**config.mk**
```make
export PLATFORM = sky130hd
export DESIGN_NAME = wdt_guard
export DESIGN_NICKNAME = d
export VERILOG_FILES = /design/src/rtl/wdt_guard_pkg.sv /design/src/rtl/wdt_cfg_guard.sv /design/src/rtl/wdt_count.sv /design/src/rtl/wdt_guard.sv
export SDC_FILE = /design/constraint.sdc
export NUM_CORES = 1
export LEC_CHECK = 0
export ABC_AREA = 1
export CAP_MARGIN = 20
export CORE_UTILIZATION = 25
export DETAILED_ROUTE_END_ITERATION = 10
export GPL_TIMING_DRIVEN = 0
export SKIP_LAST_GASP = 1
export SYNTH_ARGS = -nofsm -noshare
export SYNTH_HDL_FRONTEND = slang
export SYNTH_SLANG_ARGS = --single-unit
export TNS_END_PERCENT = 10
```
**constraint.sdc**
```tcl
create_clock -name clk -period 1.7 [get_ports clk]
set_input_delay 0.51 -clock clk [delete_from_list [all_inputs] [get_ports clk]]
set_output_delay 0.51 -clock clk [all_outputs]
set_load 0.05 [all_outputs]
```
**src/rtl/wdt_guard_pkg.sv**
```systemverilog
package wdt_guard_pkg;

   typedef enum logic [1:0] {
      LVL_OPEN    = 2'd0,
      LVL_GUARDED = 2'd1,
      LVL_LOCKED  = 2'd2
   } wdt_lvl_e;

   // fuse bit 1 forces the locked level; otherwise bit 0 opens the registers
   function automatic wdt_lvl_e fuse_to_lvl(input logic [1:0] fuse);
      if (fuse[1])      return LVL_LOCKED;
      else if (fuse[0]) return LVL_OPEN;
      else              return LVL_GUARDED;
   endfunction

endpackage

```
**src/rtl/wdt_cfg_guard.sv**
```systemverilog
module wdt_cfg_guard
   import wdt_guard_pkg::*;
#(
   parameter int SEL_W   = 3,
   parameter int WIN_CYC = 4
) (
   input  logic             clk,
   input  logic             rst_n,
   input  wdt_lvl_e         lvl,
   input  logic             wr_en,
   input  logic             wr_chg,
   input  logic             wr_ena,
   input  logic [SEL_W-1:0] wr_per,
   output logic             ena_eff,
   output logic [SEL_W-1:0] per
);
   localparam int WIN_W = $clog2(WIN_CYC + 1);

   logic             ena_q, ena_d;
   logic [SEL_W-1:0] per_q, per_d;
   logic [WIN_W-1:0] win_q, win_d;
   logic             win_open;

   assign win_open = (win_q != '0);

   always_comb begin
      ena_d = ena_q;
      per_d = per_q;
      win_d = win_open ? win_q - WIN_W'(1) : '0;
      if (wr_en) begin
         if (lvl == LVL_OPEN || win_open) begin
            ena_d = wr_ena;
            per_d = wr_per;
            win_d = '0;
         end else begin
            if (wr_ena) ena_d = 1'b1;
            if (wr_chg && wr_ena) win_d = WIN_W'(WIN_CYC);
         end
      end
   end

   always_ff @(posedge clk or negedge rst_n) begin
      if (!rst_n) begin
         ena_q <= 1'b0;
         per_q <= '0;
         win_q <= '0;
      end else begin
         ena_q <= ena_d;
         per_q <= per_d;
         win_q <= win_d;
      end
   end

   assign ena_eff = ena_q | (lvl == LVL_LOCKED);
   assign per     = per_q;

   // no period change by a guarded write outside the window
   a_r8_period_guarded: assert property (@(posedge clk) disable iff (!rst_n)
      (wr_en && lvl != LVL_OPEN && !win_open) |=> $stable(per_q));

   // a guarded write outside the window cannot clear the enable
   a_r8_no_disable: assert property (@(posedge clk) disable iff (!rst_n)
      (lvl != LVL_OPEN && !win_open && ena_q) |=> ena_q);

   // the open window shrinks by one per idle cycle
   a_r9_window_count: assert property (@(posedge clk) disable iff (!rst_n)
      (win_open && !wr_en) |=> (win_q == $past(win_q) - WIN_W'(1)));

   // a write inside the window closes it
   a_r9_window_close: assert property (@(posedge clk) disable iff (!rst_n)
      (win_open && wr_en) |=> !win_open);

endmodule

```
**src/rtl/wdt_count.sv**
```systemverilog
module wdt_count #(
   parameter int BASE_LOG2 = 14,
   parameter int SEL_W     = 3
) (
   input  logic             clk,
   input  logic             rst_n,
   input  logic             osc_tick,
   input  logic             kick,
   input  logic             ena,
   input  logic [SEL_W-1:0] per,
   output logic             fire
);
   localparam int NPER  = 1 << SEL_W;
   localparam int CNT_W = BASE_LOG2 + NPER - 1;

   logic [CNT_W-1:0] cnt_q;
   logic [NPER-1:0]  hit;
   logic             term;
   logic             fire_q;

   // one terminal comparator per selectable period
   for (genvar g = 0; g < NPER; g++) begin : g_lim
      localparam logic [CNT_W-1:0] LIM_M1 =
         CNT_W'((64'd1 << (BASE_LOG2 + g)) - 64'd1);
      assign hit[g] = (cnt_q >= LIM_M1);
   end

   assign term = osc_tick && hit[per];

   always_ff @(posedge clk or negedge rst_n) begin
      if (!rst_n) begin
         cnt_q  <= '0;
         fire_q <= 1'b0;
      end else begin
         fire_q <= ena && !kick && term;
         if (!ena || kick)  cnt_q <= '0;
         else if (term)     cnt_q <= '0;
         else if (osc_tick) cnt_q <= cnt_q + CNT_W'(1);
      end
   end

   assign fire = fire_q;

   a_r11_single_pulse: assert property (@(posedge clk) disable iff (!rst_n)
      fire_q |=> !fire_q);

   a_r4_kick_wins: assert property (@(posedge clk) disable iff (!rst_n)
      kick |=> !fire_q);

   a_r5_off_quiet: assert property (@(posedge clk) disable iff (!rst_n)
      !ena |=> (!fire_q && cnt_q == '0));

   a_r3_tick_only: assert property (@(posedge clk) disable iff (!rst_n)
      (!osc_tick && !kick && ena) |=> $stable(cnt_q));

   a_r6_restart: assert property (@(posedge clk) disable iff (!rst_n)
      fire_q |-> (cnt_q == '0));

endmodule

```
**src/rtl/wdt_guard.sv**
```systemverilog
module wdt_guard
   import wdt_guard_pkg::*;
#(
   parameter int BASE_LOG2 = 14,
   parameter int SEL_W     = 3,
   parameter int WIN_CYC   = 4
) (
   input  logic             clk,
   input  logic             rst_n,
   input  logic             osc_tick,
   input  logic             kick,
   input  logic [1:0]       fuse_lvl,
   input  logic             wr_en,
   input  logic             wr_chg,
   input  logic             wr_ena,
   input  logic [SEL_W-1:0] wr_per,
   output logic             wdt_rst,
   output logic             cur_ena,
   output logic [SEL_W-1:0] cur_per
);
   initial begin
      if (BASE_LOG2 < 1 || BASE_LOG2 + (1 << SEL_W) > 48)
         $fatal(1, "wdt_guard: BASE_LOG2/SEL_W out of range");
      if (SEL_W < 1 || SEL_W > 4)
         $fatal(1, "wdt_guard: SEL_W must be 1..4");
      if (WIN_CYC < 1)
         $fatal(1, "wdt_guard: WIN_CYC must be at least 1");
   end

   wdt_lvl_e         lvl;
   logic             ena_eff;
   logic [SEL_W-1:0] per;

   assign lvl = fuse_to_lvl(fuse_lvl);

   wdt_cfg_guard #(.SEL_W(SEL_W), .WIN_CYC(WIN_CYC)) u_cfg (
      .clk     (clk),
      .rst_n   (rst_n),
      .lvl     (lvl),
      .wr_en   (wr_en),
      .wr_chg  (wr_chg),
      .wr_ena  (wr_ena),
      .wr_per  (wr_per),
      .ena_eff (ena_eff),
      .per     (per)
   );

   wdt_count #(.BASE_LOG2(BASE_LOG2), .SEL_W(SEL_W)) u_cnt (
      .clk      (clk),
      .rst_n    (rst_n),
      .osc_tick (osc_tick),
      .kick     (kick),
      .ena      (ena_eff),
      .per      (per),
      .fire     (wdt_rst)
   );

   assign cur_ena = ena_eff;
   assign cur_per = per;

   // the locked level always reports a running watchdog
   a_r10_locked_on: assert property (@(posedge clk) disable iff (!rst_n)
      fuse_lvl[1] |-> cur_ena);

endmodule

```
==> flow_summary_export.csv <==
group,metric,value,unit
logic_synthesis,synthArstFlopShare,100,%
logic_synthesis,netlist_instances,292,
logic_synthesis,yosys.area.top_type,"dfrtp_1",
power,ir_drop,291,uV
grt,grt_antenna_before_repair,0,
setup_path,critPathTopFamily,"simple AND/OR/NAND/NOR gates",
setup_path,critPathMostFrequentCell,"nand2_1",
place,post-place-ws,-0.686,ns
job,maxCapViolations,0,
logic_synthesis,syn_area,0.00202,sq mm
layout,area.growth.synth_to_final,27.4,%
place,io_buffers,16,
cts,cts-root-buf,"clkbuf_8",
layout,antenna_cells,0,
setup_path,cp_slowest_cell,"dfrtp_1",
routing,drt_wl_total,4.83,mm
floorplan,core,0.00777,sq mm
cts,cts_tree,"built",
grt,grt_pass1_wl,8.22,mm
cts,htree_num_levels,2,
logic_synthesis,synth_commonest_cells,"nand2_1, nor2_1, dfrtp_1",
routing,route.detailed.drc,0,
setup_path,r2r_end,"u_cnt.cnt_q[13]",
setup_path,reg2regPathDepth,14,
run_status,violations,"setup timing",
routing,antenna_left,0,
routing,drtPass1Iterations,4,
logic_synthesis,synth_warnings,0,
layout,drive_above_1_share,20.5,%
cts,clock_path_buffers,2,
timing,fin_skew,0.00278,ns
timing,slew-limit-headroom,55.5,%
timing,min_period_over_period,118,%
setup_path,path_cells,"ha_2 > nand2_4 > nor2_4 > buf_4 > nand4_1 > nand3_1 > nand3_2 > nand3_1 > nand2_1 > inv_2 > nand2_4 > clkbuf_16 > nand2_1 > nand2_1",
setup_path,rr_startpoint,"u_cnt.cnt_q[1]",
layout,fillers,857,
setup_path,slowest_delay,0.39,ns
logic_synthesis,syn_nets,307,
logic_synthesis,syn_area_per_cell,6.91,sq um
logic_synthesis,synth_top_area_share,36.0,%
grt,grt_pass1_vias,1820,
setup_path,rrSetupSlack,-0.30,ns
timing,max_freq,499,MHz
logic_synthesis,ys_seq_area_share,36.0,%
logic_synthesis,synth.area.top_cells,"dfrtp_1, nand2_1, nor2_1, inv_1, nand2_2",
power,p_per_area,760,mW/mm^2
logic_synthesis,synth.most_common_cell,"nand2_1",
timing,rsz0062_at_grt,"yes",
setup_path,cp-end-kind,"flip-flop",
place,placed_cell_area,0.00230,sq mm
floorplan,start_util,26.0,%
place,post-dp-hpwl,3.44,mm
timing,worst_slack,-0.304,ns
routing,avgRoutedWirePerCell,11.1,microns
timing,drv_slew,0,
timing,finalCriticalPeriod,2.00,ns
layout,nets,345,
floorplan,die_h,91.8,microns
floorplan,rows,32,
timing,hold_viol,0,
grt,grt_start_max_net_pins,30,
cts,cts_buffers,5,
logic_synthesis,post_synth_num_cell_types,26,
logic_synthesis,synth-edff-count,0,
grt,track_usage,12.4,%
power,leakage,0.00122,uW
cts,clk_latency,0.29,ns
floorplan,dieArea,0.00843,sq mm
grt,grt-ovfl-total,0,
cts,clk_pin_slew,0.07,ns
floorplan,dieWidth,91.8,microns
routing,vias_per_cell,4.46,
run_status,run_status,"finished with violations",
hold_path,hp-class,"primary input to async pin",
setup_path,cp.required,1.88,ns
setup_path,crit_buf_inv,3,
setup_path,cp.arrival,2.19,ns
timing,setup_violations,25,
floorplan,io_pins,17,
place,globalplace.congestion,0.815,
routing,drt_iter0_markers,104,
cts,cts.sinks,29,
cts,postCtsHoldBufs,0,
logic_synthesis,ys_ff_latch,29,
timing,tightest_slew,0.667,ns
layout,stdcell_area,0.00257,sq mm
logic_synthesis,synth_flop_cell,"dfrtp_1",
setup_path,crit_fanout,5,
routing,vias,1931,
setup_path,cp-start-kind,"flip-flop",
setup_path,crit_type,"flip-flop to flip-flop",
-- cell families after synthesis --
group           Yosys count  share of synthesized area [%]
simple gates            194                           46.3
flops                    29                           36.0
buf+inv                  38                           7.82
xor+xnor                  3                           1.30
compound gates           25                           6.70
fa+ha+maj                 3                           1.86
-- placed cells by master (no fill, tap or decap), types with 9 or more instances in the layout --
master	n
buf_4	14
a21oi_1	11
o21ai_0	9
nand4_1	10
dfrtp_1	28
nor2_1	33
inv_1	28
nand2_2	15
nand2_1	93
clkdlybuf4s50_1	11
nand3_1	13
-- per-stage QoR --
stage               total power, uW  cells  setup TNS (ns)  util [%]  hold slack, ns
detailed placement             1250    410          -10.00      29.6           0.446
finish                         1950    433           -6.74      33.1           0.246
CTS                            1900    422           -4.92      31.3           0.287
global placement               1240    410          -23.41      29.7           0.440
global route                   2040    433          -10.11      33.1           0.327
floorplan                      1090    292           -1.58         -           0.214
-- sequential cells by signal (all words and copies together), names as in the netlist --
| register | flops |
|---|---|
| u_cnt.cnt_q | 21 |
| u_cfg.per | 3 |
| u_cfg.win_q | 3 |
| u_cfg.ena_q | 1 |
| u_cnt.fire | 1 |
-- per-layer routing --
layer | vias up | routed length [microns] | global-route usage, %
met2 | 30 | 2250 | 20.1
met4 | 0 | 99 | 5.86
li1 | 995 | - | -
met3 | 12 | 161 | 2.57
met5 | - | 0 | 0
met1 | 894 | 2320 | 15.6
-- final cells by class --
type	count	area (sq um)	area share, %
Buffer	8	52.6	2.05
Clock buffer	7	96.3	3.75
Clock inverter	1	5.00	0.195
Inverter	30	113	4.38
Multi-Input combinational cell	225	1160	45.3
Sequential cell	29	727	28.3
Tap cell	102	128	4.97
Timing Repair Buffer	31	284	11.1
-- where the power goes --
group | total, uW | switching [uW] | internal (uW)
Clock | 657 | 292 | 366
Sequential | 756 | 28.1 | 728
Combinational | 538 | 329 | 209
-- worst max-delay path by stage --
stage / end / startpoint / slack (ns) / depth (start not counted)
finish: u_cnt.cnt_q[13] / u_cnt.cnt_q[1] / -0.30 / 14
global route: u_cnt.cnt_q[16] / u_cnt.cnt_q[1] / -0.45 / 13
CTS: cur_ena / fuse_lvl[1] / -0.25 / 4
detailed placement: cur_ena / fuse_lvl[1] / -0.69 / 4
global placement: cur_ena / fuse_lvl[1] / -0.68 / 4
floorplan: u_cnt.cnt_q[12] / u_cnt.cnt_q[0] / -0.09 / 13
-- what timing repair did --
| item | CTS | global route |
|---|---|---|
| endpoints found under the hold margin | 0 | 0 |
| buffers inserted | 4 | 10 |
| setup endpoints to repair | 27 | 25 |
| resized for setup | 9 | 11 |
| pin swaps | 0 | 11 |
| cloned | 0 | 1 |
(Power assumes the default switching activity.)
